## src/rtl/cfg_port_unit.sv

```systemverilog
module cfg_port_unit #(
  parameter int NBUS = 4
) (
  input  logic                  clk,
  input  logic                  rst_n,
  input  logic                  io_stb,
  input  logic                  io_we,
  input  logic [3:0]            io_off,
  input  logic [2:0]            io_len,
  input  logic [31:0]           io_wdata,
  output logic                  io_rvalid,
  output logic [31:0]           io_rdata,
  output logic                  rst_req,
  input  logic                  ecam_en,
  input  logic [63:0]           ecam_base,
  input  logic [NBUS*256-1:0]   slot_present,
  output logic                  cfg_req,
  output logic                  cfg_we,
  output logic [7:0]            cfg_bus,
  output logic [4:0]            cfg_dev,
  output logic [2:0]            cfg_fn,
  output logic [5:0]            cfg_idx,
  output logic [1:0]            cfg_boff,
  output logic [2:0]            cfg_len,
  output logic [31:0]           cfg_wdata,
  input  logic [31:0]           cfg_rdata
);
  localparam int BW = $clog2(NBUS);
  localparam int HDR_IDX = 3;
  localparam logic [31:0] MF_BIT = 32'h0080_0000;

  logic [31:0] addr_q;
  logic        en, is_root, in_range, present, mf;
  logic        sel_lat, sel_win, fits, lat_len_ok, rst_hit, lat_wr;
  logic [1:0]  boff;
  logic [3:0]  span;
  logic [31:0] len_mask, lane_mask, win_val, sel_val;
  logic [BW+7:0] slot_idx, slot_base;

  assign en       = addr_q[31];
  assign cfg_bus  = addr_q[23:16];
  assign cfg_dev  = addr_q[15:11];
  assign cfg_fn   = addr_q[10:8];
  assign cfg_idx  = addr_q[7:2];
  assign is_root  = (cfg_bus == 8'd0) && (cfg_dev == 5'd0) && (cfg_fn == 3'd0);
  assign in_range = ({24'd0, cfg_bus} < NBUS);
  assign slot_idx  = {cfg_bus[BW-1:0], cfg_dev, cfg_fn};
  assign slot_base = {cfg_bus[BW-1:0], cfg_dev, 3'b000};
  assign present  = in_range && slot_present[slot_idx];
  assign mf       = in_range && (|(slot_present[slot_base +: 8] >> 1));

  assign boff    = io_off[1:0];
  assign sel_lat = (io_off[3:2] == 2'b00);
  assign sel_win = (io_off[3:2] == 2'b01);
  assign span    = {2'b00, boff} + {1'b0, io_len};
  assign fits    = (span <= 4'd4) && (io_len != 3'd0);

  always_comb begin
    case (io_len)
      3'd1:    len_mask = 32'h0000_00FF;
      3'd2:    len_mask = 32'h0000_FFFF;
      3'd3:    len_mask = 32'h00FF_FFFF;
      3'd4:    len_mask = 32'hFFFF_FFFF;
      default: len_mask = 32'h0000_0000;
    endcase
  end

  assign lat_len_ok = (io_len == 3'd1) || (io_len == 3'd2) || (io_len == 3'd4);
  assign rst_hit    = io_stb && io_we && (io_off == 4'd1) && (io_len == 3'd1) && io_wdata[2];
  assign lat_wr     = io_stb && io_we && sel_lat && !rst_hit && fits && lat_len_ok;
  assign lane_mask  = len_mask << {boff, 3'b000};

  always_ff @(posedge clk) begin
    if (!rst_n) begin
      addr_q  <= '0;
      rst_req <= 1'b0;
    end else begin
      rst_req <= rst_hit;
      if (lat_wr)
        addr_q <= (addr_q & ~lane_mask) | ((io_wdata << {boff, 3'b000}) & lane_mask);
    end
  end

  assign cfg_req   = io_stb && sel_win && en && (is_root || present) && (!io_we || fits);
  assign cfg_we    = io_we;
  assign cfg_boff  = boff;
  assign cfg_len   = io_len;
  assign cfg_wdata = io_wdata;

  always_comb begin
    if (!en)
      win_val = 32'hFFFF_FFFF;
    else if (is_root) begin
      if (ecam_en && cfg_idx == 6'd24)
        win_val = ecam_base[31:0] | 32'd1;
      else if (ecam_en && cfg_idx == 6'd25)
        win_val = ecam_base[63:32];
      else
        win_val = cfg_rdata;
    end else if (!present)
      win_val = 32'hFFFF_FFFF;
    else if (cfg_idx == 6'(HDR_IDX) && mf)
      win_val = cfg_rdata | MF_BIT;
    else
      win_val = cfg_rdata;
  end

  assign sel_val = sel_lat ? addr_q : (sel_win ? win_val : 32'hFFFF_FFFF);

  always_ff @(posedge clk) begin
    if (!rst_n) begin
      io_rvalid <= 1'b0;
      io_rdata  <= '0;
    end else begin
      io_rvalid <= io_stb && !io_we;
      if (io_stb && !io_we)
        io_rdata <= fits ? ((sel_val >> {boff, 3'b000}) & len_mask) : 32'hFFFF_FFFF;
    end
  end
endmodule


```

## config.mk

```make
export PLATFORM = sky130hd
export DESIGN_NAME = cfg_port_unit
export DESIGN_NICKNAME = d
export VERILOG_FILES = /design/src/rtl/cfg_port_unit.sv
export SDC_FILE = /design/constraint.sdc
export NUM_CORES = 1
export LEC_CHECK = 0
export BUFFER_PORTS_ARGS = -buffer_cell sky130_fd_sc_hd__buf_2
export CAP_MARGIN = 20
export CORE_AREA = 10 10 486 488
export CTS_CLUSTER_DIAMETER = 40
export DETAILED_ROUTE_END_ITERATION = 8
export DIE_AREA = 0 0 496 498
export PLACE_DENSITY = 0.3
export RECOVER_POWER = 25
export SYNTH_ARGS = -nofsm -noshare
export SYNTH_HDL_FRONTEND = slang
export SYNTH_SLANG_ARGS = --single-unit
```

## constraint.sdc

```tcl
create_clock -name clk -period 3.41 [get_ports clk]
set_input_delay 0.1705 -clock clk [delete_from_list [all_inputs] [get_ports clk]]
set_output_delay 0.1705 -clock clk [all_outputs]
set_load 0.01 [all_outputs]
```

Word-level counts from Yosys, hierarchy flattened

Index checks and enable logic that the tools add are counted.

Register bits: 66
Bits in read-only memories: 0
Memories: 0
Bits in latches: 0
RAM bits: 0

Multiply operators: 0
Shift-type cells: 4
Add/sub/neg operators: 1
Equality and inequality tests: 9
Div/mod/pow operators: 0
Bitwise logic cells: 5
Reductions and logical operators: 33
Multiplexer cells: 12
Order comparisons: 3

Operators by type and width:

| cell                                                                           | number |
|---|---|
| 1024-bit by 11-bit indexed part select with 8-bit output                       | 1 |
| 32-bit two-way mux                                                             | 8 |
| 32-bit case mux with 4 select lines                                            | 1 |
| 32-bit AND                                                                     | 3 |
| 32-bit by 5-bit << shifter with 32-bit output                                  | 2 |
| 32-bit inverter                                                                | 1 |
| 32-bit OR                                                                      | 1 |
| 32-bit by 5-bit >> shifter with 32-bit output                                  | 1 |
| 24-bit two-way mux                                                             | 1 |
| 1-bit logical AND                                                              | 21 |
| 6-bit by 5-bit == test with 1-bit output, second input constant                | 2 |
| 10-bit by 11-bit less-than comparator with 1-bit output, second input constant | 1 |
| 1-bit binary-select mux with 10-bit select                                     | 1 |
| 8-bit logical NOT                                                              | 1 |
| 8-bit by 3-bit less-than comparator with 1-bit output, second input constant   | 1 |
| 7-bit OR reduction                                                             | 1 |
| 3-bit by 2-bit == test with 1-bit output, second input constant                | 2 |
| 6-bit by 2-bit == test with 1-bit output, second input constant                | 1 |
| 5-bit logical NOT                                                              | 1 |
| 2-bit by 3-bit adder with 4-bit output                                         | 1 |
| 4-bit by 1-bit == test with 1-bit output, second input constant                | 1 |
| 4-bit by 3-bit <= comparator with 1-bit output, second input constant          | 1 |
| 1-bit logical OR                                                               | 4 |
| 3-bit by 1-bit == test with 1-bit output, second input constant                | 1 |
| other kinds (7)                                                                | 8 |

Depth between registers and ports, before layout

Depth after elaboration: 13
Mapped depth: 17
Depth with buffers taken out: 12

Worst setup path after synthesis

No wires, ideal clock.

Kind: reg-to-reg
Start point: register (tool-made name)
End point: register io_rdata[31]
Stages on the path, launching flop included: 14
Required time: 3340 ps
Buffers on the path: 3
Arrival: 3137 ps
Clock period less this slack: 3207 ps
Setup slack: 203 ps
Path through: dfxtp_1 -> buf_2 -> buf_2 -> buf_4 -> mux4_2 -> mux2_2 -> a221oi_1 -> a211oi_1 -> a311o_1 -> o32ai_4 -> o22ai_4 -> o2bb2ai_2 -> or4_1 -> a21oi_1

RTL lines:

| element              | line | RTL |
|---|---|---|
| end signal, assigned | 117  | `io_rdata <= fits ? ((sel_val >> {boff, 3'b000}) & len_mask) : 32'hFFFF_FFFF;` |
| end, declared        | 12   | `output logic [31:0] io_rdata,` |

==> results.md <==
* Result of the run: complete, but fails checks
* Violations in the final reports: setup timing
* Total count of hold-check failures in the final report at 0
* Maximum resistive drop on vdd at 0.170 mV
* Count of flip-flops with a built-in enable after synthesis at 0
* Combined global-route utilization of all metal layers at 0.187
* Beginning of the worst hold path: io_wdata[7]
* CTS tree: built
* Clock slew at reported path FFs at 0.07 ns
* Number of instances on the worst hold path at 3
* Area added between synthesis and finish at 85.4%
* RSZ-0062 raised after global routing: true
* Post-synthesis sequential area ratio at 0.0724
* Kind of launch point of the worst setup path: register
* Most numerous cell in the Yosys netlist: sky130_fd_sc_hd__mux4_2
* Final setup viols at 33
* Die Area at 247000 um2
* Area occupied by multi-input gates at 16100 um2
* Number of antenna violations at the first check in global routing at 259
* Total core area at 226000 um2
* Antenna-violating nets left at 0
* Type of the most critical hold path: input port to register
* Fraction of synthesized cell area taken by the top area cell type at 0.254
* Overall power consumption at 4.18 mW
* Relative slew margins at 0.227
* Total wire length after detailed routing at 246000 um
* Initial core utilization at 0.0806
* Largest area contributor in the netlist: sky130_fd_sc_hd__mux4_2
* Number of search-and-repair iterations in the first detailed-routing pass at 5
* Root buffer selected by CTS: sky130_fd_sc_hd__clkbuf_16
* Worst-case setup margin in the final layout at -0.595 ns
* Max Clk Rate at 250 MHz
* Total leakage power at 13.4 nW
* Synth Register Bits at 66
* Distinct cells, synth at 87
* Post-synth design cell area at 18300 um2
* Net count of the mapped netlist at 3270
* Cell area after layout at 33800 um2
* Routed wire per std cell at 36.2 um
* Max-slew violation total from the final report at 0
* Sinks on the clock net at 66
* Async set-reset flop share out of synthesis at 0
* Main flop type after synthesis: sky130_fd_sc_hd__dfxtp_1
* Power per unit of standard cell area at 124 nW/um2
* Die X at 496 um
* Yosys warns at 0
* Filler Cell Count at 26200
* Vertical extent of the die at 498 um
* Actual transition at the worst max-transition pin at 1.15 ns
* First-pass GRT wire length at 309000 um
* Data required time of the critical path at 3.24 ns
* Site Rows at 175
* Number of nets at the end of the flow at 4848
* Arrival time of data at the critical path endpoint at 3.83 ns
* Deepest level of the CTS H-tree at 3
* DRC at 0
* CP max FO at 7
* DR vias/cell at 4.10
* First-iteration detailed-routing DRC count at 1764
* Number of cells in the design after placement at 6595
* Maximum capacitance violations at 0
* Ratio of final minimum period to clock period at 1.17
* Pin count of the biggest net entering global routing at 59
* Total CTS buffers at 9
* Register area at 1350 um2
* Endpoint of the most critical register-to-register path: io_rdata[4]$_SDFFE_PN0P_
* Total number of vias at 27800
* Sum of net half-perimeters after detailed placement at 220000 um
* Final worst hold slack at 0.129 ns
* Setup CP Type: register to output pin
* Placed instance area at 31400 um2
* Final Critical Period at 4.01 ns
* Top-level port count at 1259
* Mean Syn Cell Area at 8.68 um2
* Flop2flop setup slack at -0.58 ns
* Clock network latency to the later pin of the worst-skew pair at 0.38 ns
* Clock skew at 0.0187 ns
* Overflow left after global routing at 0
* Leading cell types by total area after synthesis: sky130_fd_sc_hd__mux4_2, sky130_fd_sc_hd__mux2i_1, sky130_fd_sc_hd__dfxtp_1
* Post-layout instance count excluding filler cells at 6775
* Buffers on Ports at 1257
* Clk buf depth at 2
* Fraction of final layout cells sized beyond drive strength 1 at 0.608
* Number of instances in the synthesized netlist at 2103
* Worst reg2reg path depth at 16
* Type of destination of the critical path: output pin
* Global placement routability congestion at 0.911
* Number of global-route vias before repair at 28900
* Most instantiated cells after synthesis: sky130_fd_sc_hd__mux4_2, sky130_fd_sc_hd__nor2_1, sky130_fd_sc_hd__mux2i_1
==> worst max-delay path: stages (launching register included) <==
cell and delay, ns:
sky130_fd_sc_hd__dfxtp_4 0.41, sky130_fd_sc_hd__buf_12 0.17, sky130_fd_sc_hd__buf_12 0.14, sky130_fd_sc_hd__buf_4 0.16, sky130_fd_sc_hd__buf_4 0.18, sky130_fd_sc_hd__mux4_2 0.33, sky130_fd_sc_hd__o22ai_1 0.09, sky130_fd_sc_hd__or4_1 0.52
sky130_fd_sc_hd__a21oi_2 0.21, sky130_fd_sc_hd__nor3_2 0.07, sky130_fd_sc_hd__buf_4 0.15, sky130_fd_sc_hd__o22ai_4 0.43, sky130_fd_sc_hd__buf_6 0.17, sky130_fd_sc_hd__buf_6 0.09, sky130_fd_sc_hd__and3_4 0.18, sky130_fd_sc_hd__buf_6 0.11
==> repair_timing <==
| item | in CTS | in global routing |
|---|---|---|
| setup endpoints to repair | 33 | 33 |
| cloned | 6 | 3 |
| setup buffers | 45 | 39 |
| hold buffers | 0 | 0 |
| pin swaps | 51 | 61 |
| resized for setup | 172 | 109 |
==> layer usage <==
metal,vias to the layer above,wire length (um),GRT usage
met4,106,6880,0.0355
met3,499,16900,0.0447
met5,-,675,0
met2,1582,122000,0.343
li1,11900,-,-
met1,13800,98600,0.221
==> logic make-up after synthesis <==
family          share of synthesized area
simple gates                        0.200
compound gates                      0.231
mux                                 0.397
buf+inv                            0.0955
flops                              0.0724
xor+xnor                          0.00144
fa+ha+maj                         0.00247
==> per-stage QoR <==
stage	TNS [ns]	setup WS, ns	util
final	-15.64	-0.595	0.149
after CTS	-23.89	-0.849	0.146
after floorplan	0	0.203	-
after global placement	-32.61	-1.13	0.139
after global routing	-20.88	-0.742	0.149
after detailed placement	-32.29	-1.11	0.139
==> cells in the final DEF (no fill, tap or decap), drive strengths merged, types with 17 or more instances in the layout <==
cell type / instances
a211oi: 66
a31oi: 25
clkbuf: 43
mux2: 19
or4: 26
a22oi: 54
nor3: 150
nand3: 31
or3: 18
nor4: 70
nor2b: 42
diode: 80
a221oi: 19
a21oi: 150
nand4: 17
buf: 1799
mux2i: 171
dfxtp: 66
nor2: 202
mux4: 232
nand2: 98
o22ai: 49
o21ai: 85
o22a: 35
==> area by class of cell <==
cell class / instances / area share
clock inverter: 7 / 0.00296
inverter: 12 / 0.00177
timing repair buffer: 1834 / 0.355
multi-input combinational: 1758 / 0.476
antenna: 80 / 0.00592
tap: 3009 / 0.111
clock buffer: 9 / 0.00666
sequential: 66 / 0.0399
==> power by group <==
| group | total [mW] | leakage [nW] | switching (mW) | internal [mW] |
|---|---|---|---|---|
| Clock | 1.11 | 0.161 | 0.465 | 0.648 |
| Combinational | 2.25 | 12.7 | 1.21 | 1.04 |
| Sequential | 0.823 | 0.545 | 0.0243 | 0.798 |
==> worst max path at each step <==
stage          cells after the start                         to  startpoint  slack, ns
2_1_floorplan                     13  io_rdata[31]$_SDFFE_PN0P_    register       0.20
3_3_place_gp                      16  io_rdata[12]$_SDFFE_PN0P_    register      -1.13
3_5_place_dp                      15  io_rdata[12]$_SDFFE_PN0P_    register      -1.11
4_1_cts                           14                    cfg_req    register      -0.85
5_1_grt                           16  io_rdata[20]$_SDFFE_PN0P_    register      -0.74
6_report                          15                    cfg_req    register      -0.60
No activity file was read; power rests on OpenSTA's default activity.
